[src/rtl/squash_pkg.sv]
`timescale 1ns/1ps
package squash_pkg;
  parameter int SQ_WAVE_W = 16;
  localparam int SQ_CNT_W  = $clog2(SQ_WAVE_W);
  localparam int SQ_RATE_W = SQ_CNT_W + 1;

  typedef struct packed {
    logic                 en;
    logic [SQ_CNT_W-1:0]  win_m1;
    logic [SQ_WAVE_W-1:0] wave;
  } sq_ctl_t;

  localparam sq_ctl_t SQ_CTL_BYPASS = '{en: 1'b0, win_m1: '0, wave: '0};
endpackage

[src/rtl/sq_cfg_hold.sv]
`timescale 1ns/1ps
module sq_cfg_hold
  import squash_pkg::*;
(
  input  logic    clk,
  input  logic    rst_n,
  input  logic    wr_i,
  input  sq_ctl_t wr_ctl_i,
  input  logic    boundary_i,
  output sq_ctl_t act_o
);

  sq_ctl_t pend_q;
  sq_ctl_t act_q;
  logic    pend_v_q;
  logic    pend_v_d;
  logic    take;

  // next-state
  always_comb begin
    take     = boundary_i && pend_v_q;
    pend_v_d = wr_i || (pend_v_q && !take);
  end

  // registers with explicit enables
  always_ff @(posedge clk or negedge rst_n) begin
    if (!rst_n) begin
      pend_q   <= SQ_CTL_BYPASS;
      act_q    <= SQ_CTL_BYPASS;
      pend_v_q <= 1'b0;
    end else begin
      pend_v_q <= pend_v_d;
      if (wr_i) pend_q <= wr_ctl_i;
      if (take) act_q  <= pend_q;
    end
  end

  assign act_o = act_q;

  AST_ACT_HELD_MIDWINDOW: assert property (@(posedge clk) disable iff (!rst_n)
    !boundary_i |=> $stable(act_q));

endmodule

[src/rtl/sq_window_walk.sv]
`timescale 1ns/1ps
module sq_window_walk
  import squash_pkg::*;
(
  input  logic    clk,
  input  logic    rst_n,
  input  sq_ctl_t act_i,
  output logic    keep_o,
  output logic    boundary_o,
  output logic    win_start_o
);

  logic                squash;
  logic [SQ_CNT_W-1:0] last_idx;
  logic [SQ_CNT_W-1:0] cnt_q;
  logic [SQ_CNT_W-1:0] cnt_d;
  logic [SQ_CNT_W-1:0] bit_idx;

  always_comb begin
    squash      = act_i.en && (act_i.wave != '0);
    last_idx    = squash ? act_i.win_m1 : '0;
    boundary_o  = (cnt_q == last_idx);
    cnt_d       = boundary_o ? '0 : cnt_q + 1'b1;
    bit_idx     = SQ_CNT_W'(SQ_WAVE_W - 1) - cnt_q;
    keep_o      = !squash || act_i.wave[bit_idx];
    win_start_o = (cnt_q == '0);
  end

  always_ff @(posedge clk or negedge rst_n) begin
    if (!rst_n) cnt_q <= '0;
    else        cnt_q <= cnt_d;
  end

  AST_CNT_IN_WINDOW: assert property (@(posedge clk) disable iff (!rst_n)
    cnt_q <= act_i.win_m1);

  AST_WRAP_TO_START: assert property (@(posedge clk) disable iff (!rst_n)
    boundary_o |=> win_start_o);

endmodule

[src/rtl/sq_rate_report.sv]
`timescale 1ns/1ps
module sq_rate_report
  import squash_pkg::*;
(
  input  logic                 clk,
  input  logic                 rst_n,
  input  sq_ctl_t              act_i,
  output logic [SQ_RATE_W-1:0] ones_o,
  output logic [SQ_RATE_W-1:0] len_o
);

  logic                 squash;
  logic [SQ_CNT_W-1:0]  low_edge;
  logic [SQ_WAVE_W-1:0] in_win;
  logic [SQ_RATE_W-1:0] ones_sum;

  assign low_edge = SQ_CNT_W'(SQ_WAVE_W - 1) - act_i.win_m1;

  for (genvar gi = 0; gi < SQ_WAVE_W; gi++) begin : g_mask
    assign in_win[gi] = (SQ_CNT_W'(gi) >= low_edge) && act_i.wave[gi];
  end

  always_comb begin
    squash   = act_i.en && (act_i.wave != '0);
    ones_sum = '0;
    for (int i = 0; i < SQ_WAVE_W; i++) begin
      ones_sum = ones_sum + SQ_RATE_W'(in_win[i]);
    end
    ones_o = squash ? ones_sum : SQ_RATE_W'(1);
    len_o  = squash ? ({1'b0, act_i.win_m1} + 1'b1) : SQ_RATE_W'(1);
  end

  AST_ONES_WITHIN_LEN: assert property (@(posedge clk) disable iff (!rst_n)
    ones_o <= len_o);

endmodule

[src/rtl/pulse_squasher.sv]
`timescale 1ns/1ps
module pulse_squasher
  import squash_pkg::*;
#(
  parameter int SYNC_STAGES = 2
) (
  input  logic                 clk,
  input  logic                 rst_n,
  input  logic                 cfg_wr,
  input  logic                 cfg_enable,
  input  logic [SQ_CNT_W-1:0]  cfg_win_m1,
  input  logic [SQ_WAVE_W-1:0] cfg_wave,
  output logic                 clk_en,
  output logic                 pulse_drop,
  output logic                 win_start,
  output logic [SQ_RATE_W-1:0] rate_ones,
  output logic [SQ_RATE_W-1:0] rate_len
);

  logic [SYNC_STAGES-1:0] rst_pipe;
  logic                   rst_core_n;
  sq_ctl_t                wr_ctl;
  sq_ctl_t                act;
  logic                   keep;
  logic                   boundary;

  // asynchronous assert, synchronous release
  always_ff @(posedge clk or negedge rst_n) begin
    if (!rst_n) rst_pipe <= '0;
    else        rst_pipe <= {rst_pipe[SYNC_STAGES-2:0], 1'b1};
  end
  assign rst_core_n = rst_pipe[SYNC_STAGES-1];

  assign wr_ctl = '{en: cfg_enable, win_m1: cfg_win_m1, wave: cfg_wave};

  sq_cfg_hold u_hold (
    .clk        (clk),
    .rst_n      (rst_core_n),
    .wr_i       (cfg_wr),
    .wr_ctl_i   (wr_ctl),
    .boundary_i (boundary),
    .act_o      (act)
  );

  sq_window_walk u_walk (
    .clk         (clk),
    .rst_n       (rst_core_n),
    .act_i       (act),
    .keep_o      (keep),
    .boundary_o  (boundary),
    .win_start_o (win_start)
  );

  sq_rate_report u_rate (
    .clk    (clk),
    .rst_n  (rst_core_n),
    .act_i  (act),
    .ones_o (rate_ones),
    .len_o  (rate_len)
  );

  assign clk_en     = keep;
  assign pulse_drop = !keep;

  AST_DISABLED_PASSES: assert property (@(posedge clk) disable iff (!rst_core_n)
    !act.en |-> clk_en);

  AST_ZERO_WAVE_PASSES: assert property (@(posedge clk) disable iff (!rst_core_n)
    (act.wave == '0) |-> clk_en);

  AST_FULL_WAVE_PASSES: assert property (@(posedge clk) disable iff (!rst_core_n)
    (act.en && (&act.wave)) |-> clk_en);

endmodule

[config.mk]
export PLATFORM = sky130hd
export DESIGN_NAME = pulse_squasher
export DESIGN_NICKNAME = d
export VERILOG_FILES = /design/src/rtl/squash_pkg.sv /design/src/rtl/sq_cfg_hold.sv /design/src/rtl/sq_window_walk.sv /design/src/rtl/sq_rate_report.sv /design/src/rtl/pulse_squasher.sv
export SDC_FILE = /design/constraint.sdc
export NUM_CORES = 1
export LEC_CHECK = 0
export CAP_MARGIN = 20
export CORE_ASPECT_RATIO = 2
export CORE_MARGIN = 1
export CORE_UTILIZATION = 50
export CTS_CLUSTER_DIAMETER = 200
export DETAILED_ROUTE_END_ITERATION = 10
export GPL_TIMING_DRIVEN = 0
export HOLD_SLACK_MARGIN = 0.15
export PLACE_DENSITY = 0.87
export SLEW_MARGIN = 10
export SYNTH_ARGS = -nofsm -noshare
export SYNTH_HDL_FRONTEND = slang
export SYNTH_SLANG_ARGS = --single-unit
[constraint.sdc]
create_clock -name clk -period 6 [get_ports clk]
set_input_delay 1.5 -clock clk [delete_from_list [all_inputs] [get_ports clk]]
set_output_delay 1.5 -clock clk [all_outputs]
set_load 0.005 [all_outputs]
==> flow_metrics.tcl <==
set metrics [dict create \
    status "finished with violations" \
    violations_in_the_final_reports "setup timing" \
    synthArstFlopShare 1.00 \
    fillerInstances 407 \
    drt-wirelength-per-cell_um 17.1 \
    core_um2 5420 \
    drc 0 \
    netlist_top_cells_area "sky130_fd_sc_hd__dfrtp_1, sky130_fd_sc_hd__mux2_4, sky130_fd_sc_hd__mux2_2" \
    fin_worst_skew_ps 8.27 \
    cts-buffers-inserted 5 \
    number_of_cells_on_the_critical_path 16 \
    unrepaired_setup_endpoints_after_global_routing "yes" \
    tightest_slew_ps 536 \
    yosys_most_used_dff "sky130_fd_sc_hd__dfrtp_1" \
    timing.max_cap.violations 0 \
    antenna_cells 0 \
    critPathLaunchType "flop" \
    synth_adder_area_share 0.115 \
    element_type_at_the_critical_path_end "primary output" \
    yosys.cell_count.top_type "sky130_fd_sc_hd__dfrtp_1" \
    io_pins 37 \
    floorplan.die_area_um2 5960 \
    timing.reg2reg.setup_slack_ps 3090 \
    maxClockFrequency_mhz 161 \
    syn_to_final_growth_pct 27.5 \
    grt_start_max_net_pins 37 \
    rows 38 \
    cp_data_required_time_ps 4500 \
    synth_edf_count 0 \
    setup_viol 4 \
    synth-compound-area-share 0.0555 \
    via_count 1892 \
    cts_sinks 49 \
    wirelength_um 5690 \
    synth_xor_area_frac 0.0248 \
    cp_slowest_stage_delay_ps 560 \
    drt_initial_violations 96 \
    synth_seq_area_share 0.435 \
    multi_input_area_um2 1530 \
    crit_path_top_delay_cell "sky130_fd_sc_hd__fa_1" \
    dp_hpwl_um 4170 \
    final_util 0.663 \
    post-synth-top-area-cell "sky130_fd_sc_hd__dfrtp_1" \
    global_route.usage.total 0.216 \
    cts.path.max_buffers 2 \
    port-buffer-count 36 \
    critical-path-top-delay-family "adder cells" \
    syn-mean-instance-area_um2 12.9 \
    final_layout_size_suffix_gt1_frac 0.388 \
    worst_path_most_repeated_cell "sky130_fd_sc_hd__fa_1" \
    cts.htree.levels 2 \
    flip_flop_and_latch_count_after_synthesis 49 \
    antenna_violating_nets_post_route 0 \
    syn_nets 263 \
    synth_area_um2 2820 \
    period_minus_slack_ps 6220 \
    global_route_wire_length_before_repair_um 9040 \
    crit_chain "buf_12 -> ha_4 -> nand2b_4 -> o211a_1 -> fa_1 -> inv_2 -> fa_1 -> fa_1 -> inv_2 -> fa_1 -> inv_1 -> fa_2 -> inv_2 -> fa_2 -> and2_4 -> buf_6" \
    syn_inst 219 \
    timing.critical_path.arrival_ps 4720 \
    start_util 0.520 \
    detailedRoute.firstPassIterationCount 4 \
    sequential_cell_area_um2 1230 \
    vias_per_cell 5.68 \
    cts_tree "built" \
    main_combinational_cell_family_by_area_after_synthesis "multiplexers" \
    synth_cell_types 37 \
    antenna_found_initial 0 \
    dieWidth_um 55.1 \
    yosys-top-cells-count "sky130_fd_sc_hd__dfrtp_1, sky130_fd_sc_hd__mux2_2, sky130_fd_sc_hd__mux2_4, sky130_fd_sc_hd__inv_1, sky130_fd_sc_hd__nor2_1" \
    die_height_um 108 \
    overflow 0 \
    clockRootBuffer "sky130_fd_sc_hd__clkbuf_8" \
    relSlewSlack 0.643 \
    worstRegToRegCells 7 \
    clk_latency_ps 310 \
    grt_pass1_vias 1953 \
    fin_crit_share 1.04 \
    hold_violations 0 \
    synth_largest_type_area_fraction 0.435 \
    post_synth_mux_area_share 0.234 \
    clkTransAtPathRegs_ps 90 \
    maxSlewViolCount 0 \
    crit_type "reg -> out" \
    holdCritPathClass "reg -> async" \
    finalWeightedCongestion 0.868 \
    place_ws_ps -816 \
    synth-simple-area-share 0.0834 \
    cp_num_buf_inv 6 \
    critical_path_peak_fanout 4 \
    finish.net_count 316 \
    worst_slack_ps -223 \
    yosysWarnings 0 \
]
-- registers in the layout, summed over array words and instances, names as in the netlist --
signal and count:
u_hold.act_o 21, u_hold.pend_q 21, u_walk.cnt_q 4, rst_pipe 2, u_hold.pend_v_q 1
-- final cells by class --
cell class / count / area share
Multi-Input combinational cell: 138 / 0.426
Clock inverter: 3 / 0.0191
Inverter: 19 / 0.0198
Timing Repair Buffer: 48 / 0.130
Clock buffer: 5 / 0.0191
Tap cell: 60 / 0.0209
Sequential cell: 49 / 0.342
Buffer: 11 / 0.0226
-- worst paths after layout --
| check | from | endpoint |
|---|---|---|
| setup / recovery | u_hold.act_o[16] | rate_ones[1] |
| hold / removal | rst_pipe[1] | u_hold.pend_q[9] |
| setup reg to reg | u_hold.act_o[14] | u_hold.act_o[15] |
| hold reg to reg | rst_pipe[1] | u_hold.pend_q[9] |
| max in group asynchronous | rst_n | rst_pipe[1] |
| min in group clk | rst_pipe[0] | rst_pipe[1] |
-- cells by family (layout without fill, tap and decap cells) --
logic type | count (synthesis) | after routing
fa+ha+maj | 20 | 20
simple gates | 42 | 42
other cells | 1 | 1
buf+inv | 32 | 86
mux | 47 | 47
xor+xnor | 8 | 8
compound gates | 20 | 20
flops | 49 | 49
-- placed cells by master, fill, tap and decap left out, types with 4 or more instances in the layout --
cell,synthesis,routed
sky130_fd_sc_hd__buf_4,0,9
sky130_fd_sc_hd__buf_6,3,5
sky130_fd_sc_hd__clkbuf_8,0,6
sky130_fd_sc_hd__clkdlybuf4s50_1,0,31
sky130_fd_sc_hd__dfrtp_1,49,45
sky130_fd_sc_hd__dfrtp_2,0,4
sky130_fd_sc_hd__fa_1,10,8
sky130_fd_sc_hd__ha_1,10,7
sky130_fd_sc_hd__inv_1,19,14
sky130_fd_sc_hd__inv_2,0,5
sky130_fd_sc_hd__mux2_2,22,22
sky130_fd_sc_hd__mux2_4,20,20
sky130_fd_sc_hd__mux4_2,5,5
sky130_fd_sc_hd__nor2_1,13,13
sky130_fd_sc_hd__or2_2,4,4
sky130_fd_sc_hd__or4_1,4,4
sky130_fd_sc_hd__xnor2_1,5,4
-- stage by stage --
stage | instance area (µm²) | instances | TNS (ps) | hold slack (ps)
floorplan | 2820 | 219 | 0 | 331
global placement | 3260 | 315 | -2810 | 336
detailed placement | 3280 | 316 | -3360 | 150
CTS | 3550 | 330 | -567 | 159
global route | 3600 | 333 | -1180 | 176
finish | 3600 | 333 | -630 | 149
-- worst register-to-register path, delay by kind of cell, from the launching register on --
family	cells	cell delay [ps]
buffers and inverters	2	460
multiplexers	1	320
AO/OA/AOI/OAI	3	1000
AND/OR/NAND/NOR	1	560
flip-flops	1	460
-- repair_timing --
action / CTS / global route
gates resized for setup: 36 / 13
hold buffers: 0 / 0
endpoints found under the setup margin: 5 / 5
pin swaps: 10 / 5
buffers inserted: 8 / 3
-- metal layers --
layer | share of wire | track usage | up-vias
met2 | 0.57 | 0.368 | 67
met1 | 0.36 | 0.243 | 953
met4 | 0.044 | 0.132 | 0
li1 | - | - | 851
met3 | 0.030 | 0.0225 | 21
met5 | 0 | 0 | -
Power is left out: the tool's default activity adds up to more than one toggle a clock period on the data nets, which glitch-free logic cannot reach.
